--- src/rtl/rxd_pkg.sv ---
package rxd_pkg;

    localparam logic [7:0]  CODE_IDLE = 8'h01;
    localparam logic [7:0]  CODE_SOF  = 8'h02;
    localparam logic [7:0]  CODE_EOF  = 8'h03;
    localparam logic [31:0] CRC_POLY  = 32'h04C1_1DB7;
    localparam logic [31:0] CRC_INIT  = 32'hFFFF_FFFF;

    typedef enum logic [2:0] {
        WC_NONE, WC_IDLE, WC_PRIM, WC_SOF, WC_EOF, WC_DATA
    } word_class_e;

    typedef enum logic [1:0] {
        RM_IDLE, RM_RECV, RM_DROP
    } rx_mode_e;

    // One word through the CRC register, most significant bit first.
    function automatic logic [31:0] crc_step(input logic [31:0] crc_in,
                                             input logic [31:0] w);
        logic [31:0] c;
        c = crc_in;
        for (int i = 31; i >= 0; i--) begin
            if (c[31] ^ w[i]) c = {c[30:0], 1'b0} ^ CRC_POLY;
            else              c = {c[30:0], 1'b0};
        end
        return c;
    endfunction

endpackage

--- src/rtl/rxd_word_class.sv ---
module rxd_word_class
    import rxd_pkg::*;
(
    input  logic        valid,
    input  logic        is_k,
    input  logic [7:0]  code,
    output word_class_e cls
);
    always_comb begin
        if (!valid)     cls = WC_NONE;
        else if (!is_k) cls = WC_DATA;
        else begin
            case (code)
                CODE_IDLE: cls = WC_IDLE;
                CODE_SOF:  cls = WC_SOF;
                CODE_EOF:  cls = WC_EOF;
                default:   cls = WC_PRIM;
            endcase
        end
    end
endmodule

--- src/rtl/rxd_bank_store.sv ---
module rxd_bank_store #(
    parameter int NBANK = 2,
    parameter int DEPTH = 16,
    parameter int BW    = 1,
    parameter int AW    = 4
) (
    input  logic          clk,
    input  logic          we,
    input  logic [BW-1:0] wbank,
    input  logic [AW-1:0] waddr,
    input  logic [31:0]   wdata,
    input  logic [BW-1:0] rbank,
    input  logic [AW-1:0] raddr,
    output logic [31:0]   rdata
);
    logic [31:0] rd_each [NBANK];

    for (genvar b = 0; b < NBANK; b++) begin : g_bank
        logic [31:0] row [DEPTH];
        always_ff @(posedge clk) begin
            if (we && wbank == BW'(b)) row[waddr] <= wdata;
        end
        assign rd_each[b] = row[raddr];
    end

    assign rdata = rd_each[rbank];
endmodule

--- src/rtl/rx_decision_filter.sv ---
module rx_decision_filter
    import rxd_pkg::*;
#(
    parameter int          MAX_WORDS = 16,
    parameter int          NBANK     = 2,
    parameter int          HDR_WORDS = 6,
    parameter int          CNT_W     = 16,
    parameter logic [7:0]  ELS_RCTL  = 8'h22
) (
    input  logic             clk,
    input  logic             rst_n,
    input  logic             rx_valid,
    input  logic             rx_k,
    input  logic [31:0]      rx_word,
    output logic             prim_valid,
    output logic [31:0]      prim_code,
    output logic             app_valid,
    output logic             app_first,
    output logic             app_last,
    output logic [31:0]      app_data,
    output logic             els_valid,
    output logic             els_first,
    output logic             els_last,
    output logic [31:0]      els_data,
    output logic [CNT_W-1:0] good_cnt,
    output logic [CNT_W-1:0] chk_err_cnt,
    output logic [CNT_W-1:0] abort_cnt
);
    localparam int IDX_W = $clog2(MAX_WORDS + 1);
    localparam int AW    = $clog2(MAX_WORDS);
    localparam int BW    = (NBANK > 1) ? $clog2(NBANK) : 1;

    typedef struct packed {
        rx_mode_e                    mode;
        logic [IDX_W-1:0]            cnt;
        logic [31:0]                 crc;
        logic                        to_els;
        logic [BW-1:0]               wr_bank;
        logic [BW-1:0]               rd_bank;
        logic [IDX_W-1:0]            idx;
        logic [NBANK-1:0]            full;
        logic [NBANK-1:0]            dest;
        logic [NBANK-1:0][IDX_W-1:0] len;
        logic                        prim_valid;
        logic [31:0]                 prim_code;
        logic                        app_valid, app_first, app_last;
        logic [31:0]                 app_data;
        logic                        els_valid, els_first, els_last;
        logic [31:0]                 els_data;
        logic [CNT_W-1:0]            good_cnt, chk_err_cnt, abort_cnt;
    } state_t;

    state_t      st_d, st_q;
    word_class_e cls;
    logic        wr_en;
    logic [31:0] rd_data;
    logic        rd_last;

    function automatic logic [BW-1:0] bank_next(input logic [BW-1:0] b);
        return (b == BW'(NBANK - 1)) ? '0 : b + BW'(1);
    endfunction

    rxd_word_class u_class (
        .valid (rx_valid),
        .is_k  (rx_k),
        .code  (rx_word[23:16]),
        .cls   (cls)
    );

    rxd_bank_store #(.NBANK(NBANK), .DEPTH(MAX_WORDS), .BW(BW), .AW(AW)) u_store (
        .clk   (clk),
        .we    (wr_en),
        .wbank (st_q.wr_bank),
        .waddr (st_q.cnt[AW-1:0]),
        .wdata (rx_word),
        .rbank (st_q.rd_bank),
        .raddr (st_q.idx[AW-1:0]),
        .rdata (rd_data)
    );

    assign rd_last = (st_q.idx == st_q.len[st_q.rd_bank] - IDX_W'(1));

    always_comb begin
        st_d = st_q;
        wr_en = 1'b0;
        st_d.prim_valid = 1'b0;
        st_d.app_valid  = 1'b0;
        st_d.app_first  = 1'b0;
        st_d.app_last   = 1'b0;
        st_d.els_valid  = 1'b0;
        st_d.els_first  = 1'b0;
        st_d.els_last   = 1'b0;

        // Delivery side: drain the oldest full bank one word per cycle.
        if (st_q.full[st_q.rd_bank]) begin
            if (st_q.dest[st_q.rd_bank]) begin
                st_d.els_valid = 1'b1;
                st_d.els_first = (st_q.idx == '0);
                st_d.els_last  = rd_last;
                st_d.els_data  = rd_data;
            end else begin
                st_d.app_valid = 1'b1;
                st_d.app_first = (st_q.idx == '0);
                st_d.app_last  = rd_last;
                st_d.app_data  = rd_data;
            end
            if (rd_last) begin
                st_d.full[st_q.rd_bank] = 1'b0;
                st_d.rd_bank = bank_next(st_q.rd_bank);
                st_d.idx = '0;
            end else begin
                st_d.idx = st_q.idx + IDX_W'(1);
            end
        end

        // Receive side.
        case (cls)
            WC_PRIM: begin
                st_d.prim_valid = 1'b1;
                st_d.prim_code  = rx_word;
            end
            WC_SOF: begin
                if (st_q.mode == RM_RECV || st_q.full[st_q.wr_bank])
                    st_d.abort_cnt = st_q.abort_cnt + CNT_W'(1);
                if (st_q.full[st_q.wr_bank]) begin
                    st_d.mode = RM_DROP;
                end else begin
                    st_d.mode = RM_RECV;
                    st_d.cnt  = '0;
                    st_d.crc  = CRC_INIT;
                end
            end
            WC_DATA: begin
                if (st_q.mode == RM_RECV) begin
                    if (st_q.cnt == IDX_W'(MAX_WORDS)) begin
                        st_d.mode = RM_DROP;
                        st_d.abort_cnt = st_q.abort_cnt + CNT_W'(1);
                    end else begin
                        wr_en = 1'b1;
                        st_d.cnt = st_q.cnt + IDX_W'(1);
                        st_d.crc = crc_step(st_q.crc, rx_word);
                        if (st_q.cnt == '0) st_d.to_els = (rx_word[31:24] == ELS_RCTL);
                    end
                end
            end
            WC_EOF: begin
                if (st_q.mode == RM_RECV) begin
                    if (st_q.cnt < IDX_W'(HDR_WORDS + 1) || st_q.crc != '0) begin
                        st_d.chk_err_cnt = st_q.chk_err_cnt + CNT_W'(1);
                    end else begin
                        st_d.good_cnt = st_q.good_cnt + CNT_W'(1);
                        st_d.full[st_q.wr_bank] = 1'b1;
                        st_d.dest[st_q.wr_bank] = st_q.to_els;
                        st_d.len[st_q.wr_bank]  = st_q.cnt - IDX_W'(1);
                        st_d.wr_bank = bank_next(st_q.wr_bank);
                    end
                end
                st_d.mode = RM_IDLE;
            end
            default: ;
        endcase
    end

    always_ff @(posedge clk) begin
        if (!rst_n) st_q <= '0;
        else        st_q <= st_d;
    end

    assign prim_valid  = st_q.prim_valid;
    assign prim_code   = st_q.prim_code;
    assign app_valid   = st_q.app_valid;
    assign app_first   = st_q.app_first;
    assign app_last    = st_q.app_last;
    assign app_data    = st_q.app_data;
    assign els_valid   = st_q.els_valid;
    assign els_first   = st_q.els_first;
    assign els_last    = st_q.els_last;
    assign els_data    = st_q.els_data;
    assign good_cnt    = st_q.good_cnt;
    assign chk_err_cnt = st_q.chk_err_cnt;
    assign abort_cnt   = st_q.abort_cnt;
endmodule

--- config.mk ---
export PLATFORM = sky130hd
export DESIGN_NAME = rx_decision_filter
export DESIGN_NICKNAME = d
export VERILOG_FILES = /design/src/rtl/rxd_pkg.sv /design/src/rtl/rxd_word_class.sv /design/src/rtl/rxd_bank_store.sv /design/src/rtl/rx_decision_filter.sv
export SDC_FILE = /design/constraint.sdc
export NUM_CORES = 1
export LEC_CHECK = 0
export ABC_CLOCK_PERIOD_IN_PS = 3800
export BUFFER_PORTS_ARGS = -buffer_cell sky130_fd_sc_hd__buf_2
export CORE_MARGIN = 2
export CORE_UTILIZATION = 55
export CTS_BUF_LIST = sky130_fd_sc_hd__clkbuf_8
export CTS_CLUSTER_SIZE = 24
export DETAILED_ROUTE_END_ITERATION = 16
export PLACE_DENSITY = 0.75
export SYNTH_ARGS = -nofsm -noshare
export SYNTH_HDL_FRONTEND = slang
export SYNTH_SLANG_ARGS = --single-unit
--- constraint.sdc ---
create_clock -name clk -period 3.8 [get_ports clk]
set_input_delay 0 -clock clk [delete_from_list [all_inputs] [get_ports clk]]
set_output_delay 0 -clock clk [all_outputs]
set_load 0.03 [all_outputs]
; Yosys cells after proc, flatten, opt, wreduce, memory -nomap -nowiden
; Memory sizes are Yosys's and may differ from the RTL's. A register that Yosys moved wholly into a read port is not among the register bits.
; Cells that the tools add are included.
[totals]
regBits = 212
ram_bits = 1024
in_bits = 36
output_inout_bits = 151
word_cells = 335
n_memories = 2
[op_classes]
add_sub_neg = 9
n_lt_le_gt_ge = 6
n_eq_ne = 16
mux = 181
n_bitwise = 74
n_reduce_logical = 23
[memory_table]
columns = memory, depth, width, read_ports, rd_clocked_by_memory_dff, write_ports, line
row1 = u_store.g_bank[0].row, 16, 32, 1, 1, 1, rxd_bank_store.sv:19  ; logic [31:0] row [DEPTH];
row2 = u_store.g_bank[1].row, 16, 32, 1, 1, 1, rxd_bank_store.sv:19
[op_table]
columns = cell, count
row1 = 32-bit 2-to-1 mux, 96
row2 = 27-bit 2-to-1 mux, 32
row3 = 14-bit NOT, 32
row4 = 37-bit one-hot mux with 2 select lines, 1
row5 = 35-bit 2-to-1 mux, 2
row6 = 16-bit by 1-bit adder with 16-bit output (second input constant), 3
row7 = 16-bit 2-to-1 mux, 3
row8 = 14-bit 2-to-1 mux, 3
row9 = 40-bit 2-to-1 mux, 1
row10 = 38-bit 2-to-1 mux, 1
row11 = 37-bit 2-to-1 mux, 1
row12 = 33-bit 2-to-1 mux, 1
row13 = 16-bit one-hot mux with 2 select lines, 1
row14 = 32-bit nonzero test, 1
row15 = 1-bit XOR, 32
row16 = 5-bit 2-to-1 mux, 4
row17 = 1-bit 2-to-1 mux, 18
row18 = 8-bit by 2-bit equality test with 1-bit output (second input constant), 2
row19 = 4-bit 2-to-1 mux, 4
row20 = 3-bit AND reduction, 4
row21 = 4-bit AND reduction, 3
row22 = 5-bit by 1-bit adder with 5-bit output (second input constant), 2
row23 = 10-bit bitwise mux, 1
row24 = 5-bit zero test, 2
row25 = other kinds (32), 59

; Logic depth before layout (Yosys ltp)
[logic_depth]
word_depth = 161
ltp_mapped = 12

; Modules after synthesis
; A second synthesis with hierarchy kept.
[hier_totals]
hier_cells = 3614
area_unflattened_um2 = 52090.0
[by_module_without_submodules]
columns = module, n_inst, cells_per_inst, area_per_inst_um2, seq_area_each_um2
row1 = rxd_bank_store, 1, 2233, 39849.5, 30749.5
row2 = rx_decision_filter, 1, 1372, 12169.2, 4244.1
row3 = rxd_word_class, 1, 9, 71.3, 0.0

; Least setup slack after synthesis
; Ideal clock, no wire load.
[synth_path]
kind = flip-flop to flip-flop
startpoint = register st_q[205] in the netlist's numbering
endpoint = memory u_store.g_bank[0].row[1][0], enable pin
setup_ps = 421
t_arrival_ps = 3357
required_time_ps = 3379
setup_slack_ps = 22
path_stages_with_launch = 10
path_buffers = 2
period_less_slack_ps = 3778
cell_sequence = dfxtp_1 > clkbuf_1 > inv_1 > ha_1 > nor3b_1 > a21o_1 > nor2_1 > clkbuf_1 > nand2_1 > nor2_1
[synth_between]
elab_chain_cells = 7
[synth_lines]
columns = item, line
row1 = from (decl), rx_decision_filter.sv:53  ; state_t st_d, st_q;
row2 = from (signal assigned), rx_decision_filter.sv:166  ; else st_q <= st_d;
row3 = 5-bit equality test, rx_decision_filter.sv:135  ; if (st_q.cnt == IDX_W'(MAX_WORDS)) begin
row4 = 1-bit 2-to-1 mux, rx_decision_filter.sv:135
row5 = 1-bit 2-to-1 mux, rx_decision_filter.sv:134  ; if (st_q.mode == RM_RECV) begin
row6 = 1-bit 2-to-1 mux, rx_decision_filter.sv:117  ; case (cls)
row7 = 1-bit logical AND, rxd_bank_store.sv:21  ; if (we && wbank == BW'(b)) row[waddr] <= wdata;
row8 = 1-bit 2-to-1 mux, rxd_bank_store.sv:21
row9 = 1-bit 2-to-1 mux (not written as such), rxd_bank_store.sv:21
row10 = to (decl), rxd_bank_store.sv:19
; Parallel ways exist; a longest one is shown, timed or not.

; Worst setup path in the final report
[layout_path]
startpoint = register st_q[202] in the netlist's numbering
endpoint = register st_q[176] in the netlist's numbering
[layout_between]
elab_chain_cells = 133
elab_cells_between_ends = 162
[layout_lines]
columns = item, line
row1 = 32-bit 2-to-1 mux (*), rx_decision_filter.sv:135
row2 = 32-bit 2-to-1 mux (*), rx_decision_filter.sv:134
row3 = 32-bit 2-to-1 mux (*), rx_decision_filter.sv:117
row4 = 32-bit 2-to-1 mux (*), rx_decision_filter.sv:135
row5 = 32-bit 2-to-1 mux (*), rx_decision_filter.sv:134
row6 = 32-bit 2-to-1 mux (*), rx_decision_filter.sv:117
row7 = 1-bit XOR (*), rxd_pkg.sv:23  ; if (c[31] ^ w[i]) c = {c[30:0], 1'b0} ^ CRC_POLY;
row8 = 27-bit 2-to-1 mux (*), rxd_pkg.sv:23
row9 = (+117 left out), --
row10 = 27-bit 2-to-1 mux (*), rxd_pkg.sv:23
row11 = 32-bit 2-to-1 mux (*), rx_decision_filter.sv:135
row12 = 32-bit 2-to-1 mux (*), rx_decision_filter.sv:134
row13 = 32-bit 2-to-1 mux (*), rx_decision_filter.sv:117
row14 = 27-bit 2-to-1 mux (*), rxd_pkg.sv:23
row15 = 38-bit 2-to-1 mux (*), rx_decision_filter.sv:135
row16 = 40-bit 2-to-1 mux (*), rx_decision_filter.sv:134
row17 = 37-bit one-hot mux with 2 select lines (*), rx_decision_filter.sv:117
; Every way passes the cells marked *; elsewhere a longest branch is shown, timed or not. The select of a mux whose other input is x is not followed.
; A chain may end at the register's enable or synchronous reset.

==> flow_summary_export.csv <==
group,metric,value,unit
detailed_routing,drtPass1Iterations,5,
yosys,async_reset_ff_share,0,%
sta,clock_skew,0.04606,ns
layout,layout_commonest_cell,"edfxtp_1",
global_route,grt_pass1_vias,28320,
cts,cts_buffer_depth,3,
global_route,grt_overflow_total,0,
layout,layout-drive-gt1-share,31.09,%
die,rows,111,
setup_path,cp_max_fo,4,
global_route,grt_pass1_wl,191200,µm
hold_path,hp-class,"in2reg",
die,core_area,91940,µm²
detailed_routing,wirelength,132800,µm
setup_path,cp.depth,11,
setup_path,cp_slowest_stage_delay,0.47,ns
pwr,p_int,0.02983,W
pwr,share_comb_of_total_power,43.5,%
sta,worst-slew-pin-transition,0.9951,ns
sta,maxSlewViolCount,0,
setup_path,r2r_end,"st_q[176]",
yosys,ys_seq_area_share,68.48,%
setup_path,cp-end-kind,"register",
placement,gp_congestion,0.9039,
pwr,p_clk_share,23.2,%
run_status,outcome,"complete, no violations",
setup_path,path_class,"reg2reg",
yosys,synth_fa_ha_area_share,0.2443,%
placement,place_inst,4154,
yosys,synthesis.instances,2816,
die,die_w,309.2,µm
placement,port_buffers,186,
placement,hpwlAfterDp,84460,µm
setup_path,crit_buf_inv,2,
yosys,avgSynthCellArea,18.19,µm²
pwr,p_leak,19.53,nW
setup_path,reg2reg_depth,11,
setup_path,r2r-start,"st_q[202]",
die,die_y,309.2,µm
yosys,synth_compound_area_share,2.436,%
pwr,peakVddDrop,0.002746,V
yosys,synth_top_family_by_area,"multiplexers",
setup_path,cpMaxStageDelayCell,"xnor3_1",
detailed_routing,num_vias,27918,
yosys,synth_edf_count,1024,
yosys,syn_nets,2862,
global_route,grt_max_degree,119,
yosys,ys_warn_count,0,
cts,numCtsBuffers,188,
cts,clk_latency,0.84,ns
layout,mostFrequentLayoutCells,"1024 x edfxtp_1, 320 x mux4_2, 212 x dfxtp_1, 208 x clkbuf_8, 186 x buf_2",
pwr,switchingPower,0.01461,W
pwr,power-per-cell-area,765.7,nW/µm²
cts,htreeDepth,4,
yosys,synth_cell_types,55,
cts,cts_root_buffer,"clkbuf_8",
sta,setup_viol,0,
cts,cts_tree,"done",
yosys,synth_flop_cell,"edfxtp_1",
die,dieArea,95580,µm²
setup_path,crit_required,4.48,ns
sta,slew_headroom,33.56,%
setup_path,cpMostUsedCell,"xor2_4",
setup_path,critPathTopFamily,"XOR/XNOR gates",
yosys,synth_xor_area_share,7.268,%
run,maxCapViolCount,0,
setup_path,cp_cell_sequence,"xor2_4, buf_4, xnor3_2, xnor2_1, xnor3_1, xnor3_2, xor2_4, xor2_4, buf_4, xnor2_1, o221a_1",
layout,nNetsFinal,3186,
sta,hold_viol_final,0,
detailed_routing,drt_iter0_drc,3700,
setup_path,rrSetupSlack,0.19,ns
setup_path,cp.arrival,4.29,ns
cts,cts_num_sinks,1240,
setup_path,startpoint,"st_q[202]",
sta,fmax,277.1,MHz
die,initial_utilization,55.70,%
detailed_routing,routedWlPerCell,29.24,µm
yosys,muxShareOfSynthArea,14.96,%
setup_path,start_kind,"register",
pwr,seq_power_share,33.2,%
cts,path_clk_slew,0.06,ns
pwr,switching_share,32.88,%
global_route,antenna_found_initial,4,
yosys,syn-cell-area,51220,µm²
yosys,synth_seq_cells,1240,
setup_path,crit_end,"st_q[176]",
layout,syn_to_final_growth,13.33,%
sta,rsz0062_at_grt,"false",
global_route,grt_use_total,28.21,%
detailed_routing,vias_per_cell,6.148,
die,ios,187,
detailed_routing,drc_errors,0,
detailed_routing,drtAntennaViolNets,0,
sta,period_share,94.96,%
yosys,yosys.area_share.simple,3.423,%
layout,instances_no_fill,4541,
sta,min_period,3.609,ns
sta,fin_tns_setup,0,ns
## cell families after synthesis
| kind of cell | count (synthesis) |
|---|---|
| flops | 1240 |
| simple gates | 394 |
| mux | 365 |
| xor+xnor | 310 |
| buf+inv | 291 |
| compound gates | 206 |
| fa+ha+maj | 10 |
## Yosys cell counts (all sizes together), types with 6 or more instances
library cell | number | area share (%)
and2 | 15 | 0.18
nor2 | 176 | 1.3
dfxtp | 216 | 8.4
xor3 | 6 | 0.28
nand2 | 103 | 0.75
buf | 182 | 2.4
xnor2 | 176 | 3.4
nand2b | 9 | 0.11
nand3 | 22 | 0.21
mux2i | 42 | 0.82
nor3 | 11 | 0.11
xor2 | 85 | 1.7
and3 | 7 | 0.086
nand4 | 15 | 0.18
inv | 13 | 0.095
mux4 | 320 | 14
xnor3 | 43 | 1.9
clkbuf | 96 | 0.70
a211oi | 64 | 0.94
o21ai | 38 | 0.37
edfxtp | 1024 | 60
ha | 10 | 0.24
a21oi | 90 | 0.88
or3 | 8 | 0.098
nor4 | 10 | 0.12
## worst min path at each step
stage | from | to | slack (ns) | cells past startpoint
3_3_place_gp | rx_valid | st_q[210] | 0.33 | 4
6_report | rx_word[13] | u_store.g_bank[1].row[6][13] | 0.14 | 2
5_1_grt | rx_word[25] | u_store.g_bank[1].row[10][25] | 0.08 | 2
4_1_cts | rx_word[25] | u_store.g_bank[1].row[10][25] | 0.04 | 2
2_1_floorplan | rx_word[0] | u_store.g_bank[0].row[0][0] | 0.1 | 0
3_5_place_dp | rx_valid | st_q[211] | 0.36 | 3
## per-stage QoR
step / cell area (µm²) / hold slack (ns) / setup WS (ns) / power (W) / utilization (%)
after CTS: 58010 / 0.04064 / 0.1305 / 0.04462 / 63.10
after detailed placement: 54060 / 0.3617 / 0.1650 / 0.03427 / 58.80
after global routing: 58040 / 0.07644 / 0.006836 / 0.04633 / 63.13
after floorplan: 51220 / 0.09887 / 0.02183 / 0.03006 / -
after global placement: 54060 / 0.3288 / 0.1894 / 0.03450 / 58.80
final: 58040 / 0.1350 / 0.1914 / 0.04444 / 63.13
## timing repair
action                     4_1_cts  5_1_grt
resized for setup                0        1
setup endpoints to repair        0        2
buffers inserted                 0        2
hold endpoints to repair      1103        0
hold buffers                    37        0
## power by group through the flow
| stage | combinational (W) | clock [W] | sequential (W) |
|---|---|---|---|
| 6_report | 0.0193 | 0.0103 | 0.0148 |
| 5_1_grt | 0.0205 | 0.0110 | 0.0148 |
| 4_1_cts | 0.0194 | 0.0105 | 0.0148 |
| 3_5_place_dp | 0.0192 | 0 | 0.0151 |
| 3_3_place_gp | 0.0194 | 0 | 0.0151 |
| 2_1_floorplan | 0.0150 | 0 | 0.0150 |
## cell type report
class / instances / area (µm²)
multi-input cells: 1285 / 14770
well taps: 1243 / 1555
clock buffers: 208 / 2863
clock inverters: 139 / 724.4
inverters: 13 / 53.80
fillers: 6234 / 33900
repair buffers: 412 / 2983
diodes: 1 / 2.502
flip-flops and latches: 1240 / 35090
## sequential cells by signal, summed over array words and instances (netlist names), named ones only
register	flops
u_store.g_bank.row	1024
app_data	32
app_last	1
chk_err_cnt	16
prim_code	32
app_first	1
abort_cnt	16
good_cnt	16
els_first	1
els_valid	1
app_valid	1
els_last	1
els_data	32
st_q	49
prim_valid	1
## layer usage
layer | global-route usage [%] | wire length [µm]
met1 | 38.65 | 50410
met4 | 10.95 | 4909
met5 | 0 | 17
met3 | 5.851 | 13360
met2 | 44.98 | 64070
## worst reg2reg max path, cell delays in order (launching register included)
cell and delay (ns):
dfxtp_1 0.46, xor2_4 0.26, buf_4 0.18, xnor3_2 0.44, xnor2_1 0.30, xnor3_1 0.47, xnor3_2 0.36, xor2_4 0.34
xor2_4 0.23, buf_4 0.16, xnor2_1 0.06, o221a_1 0.22
Note: power is estimated with default switching activity, not from simulation.
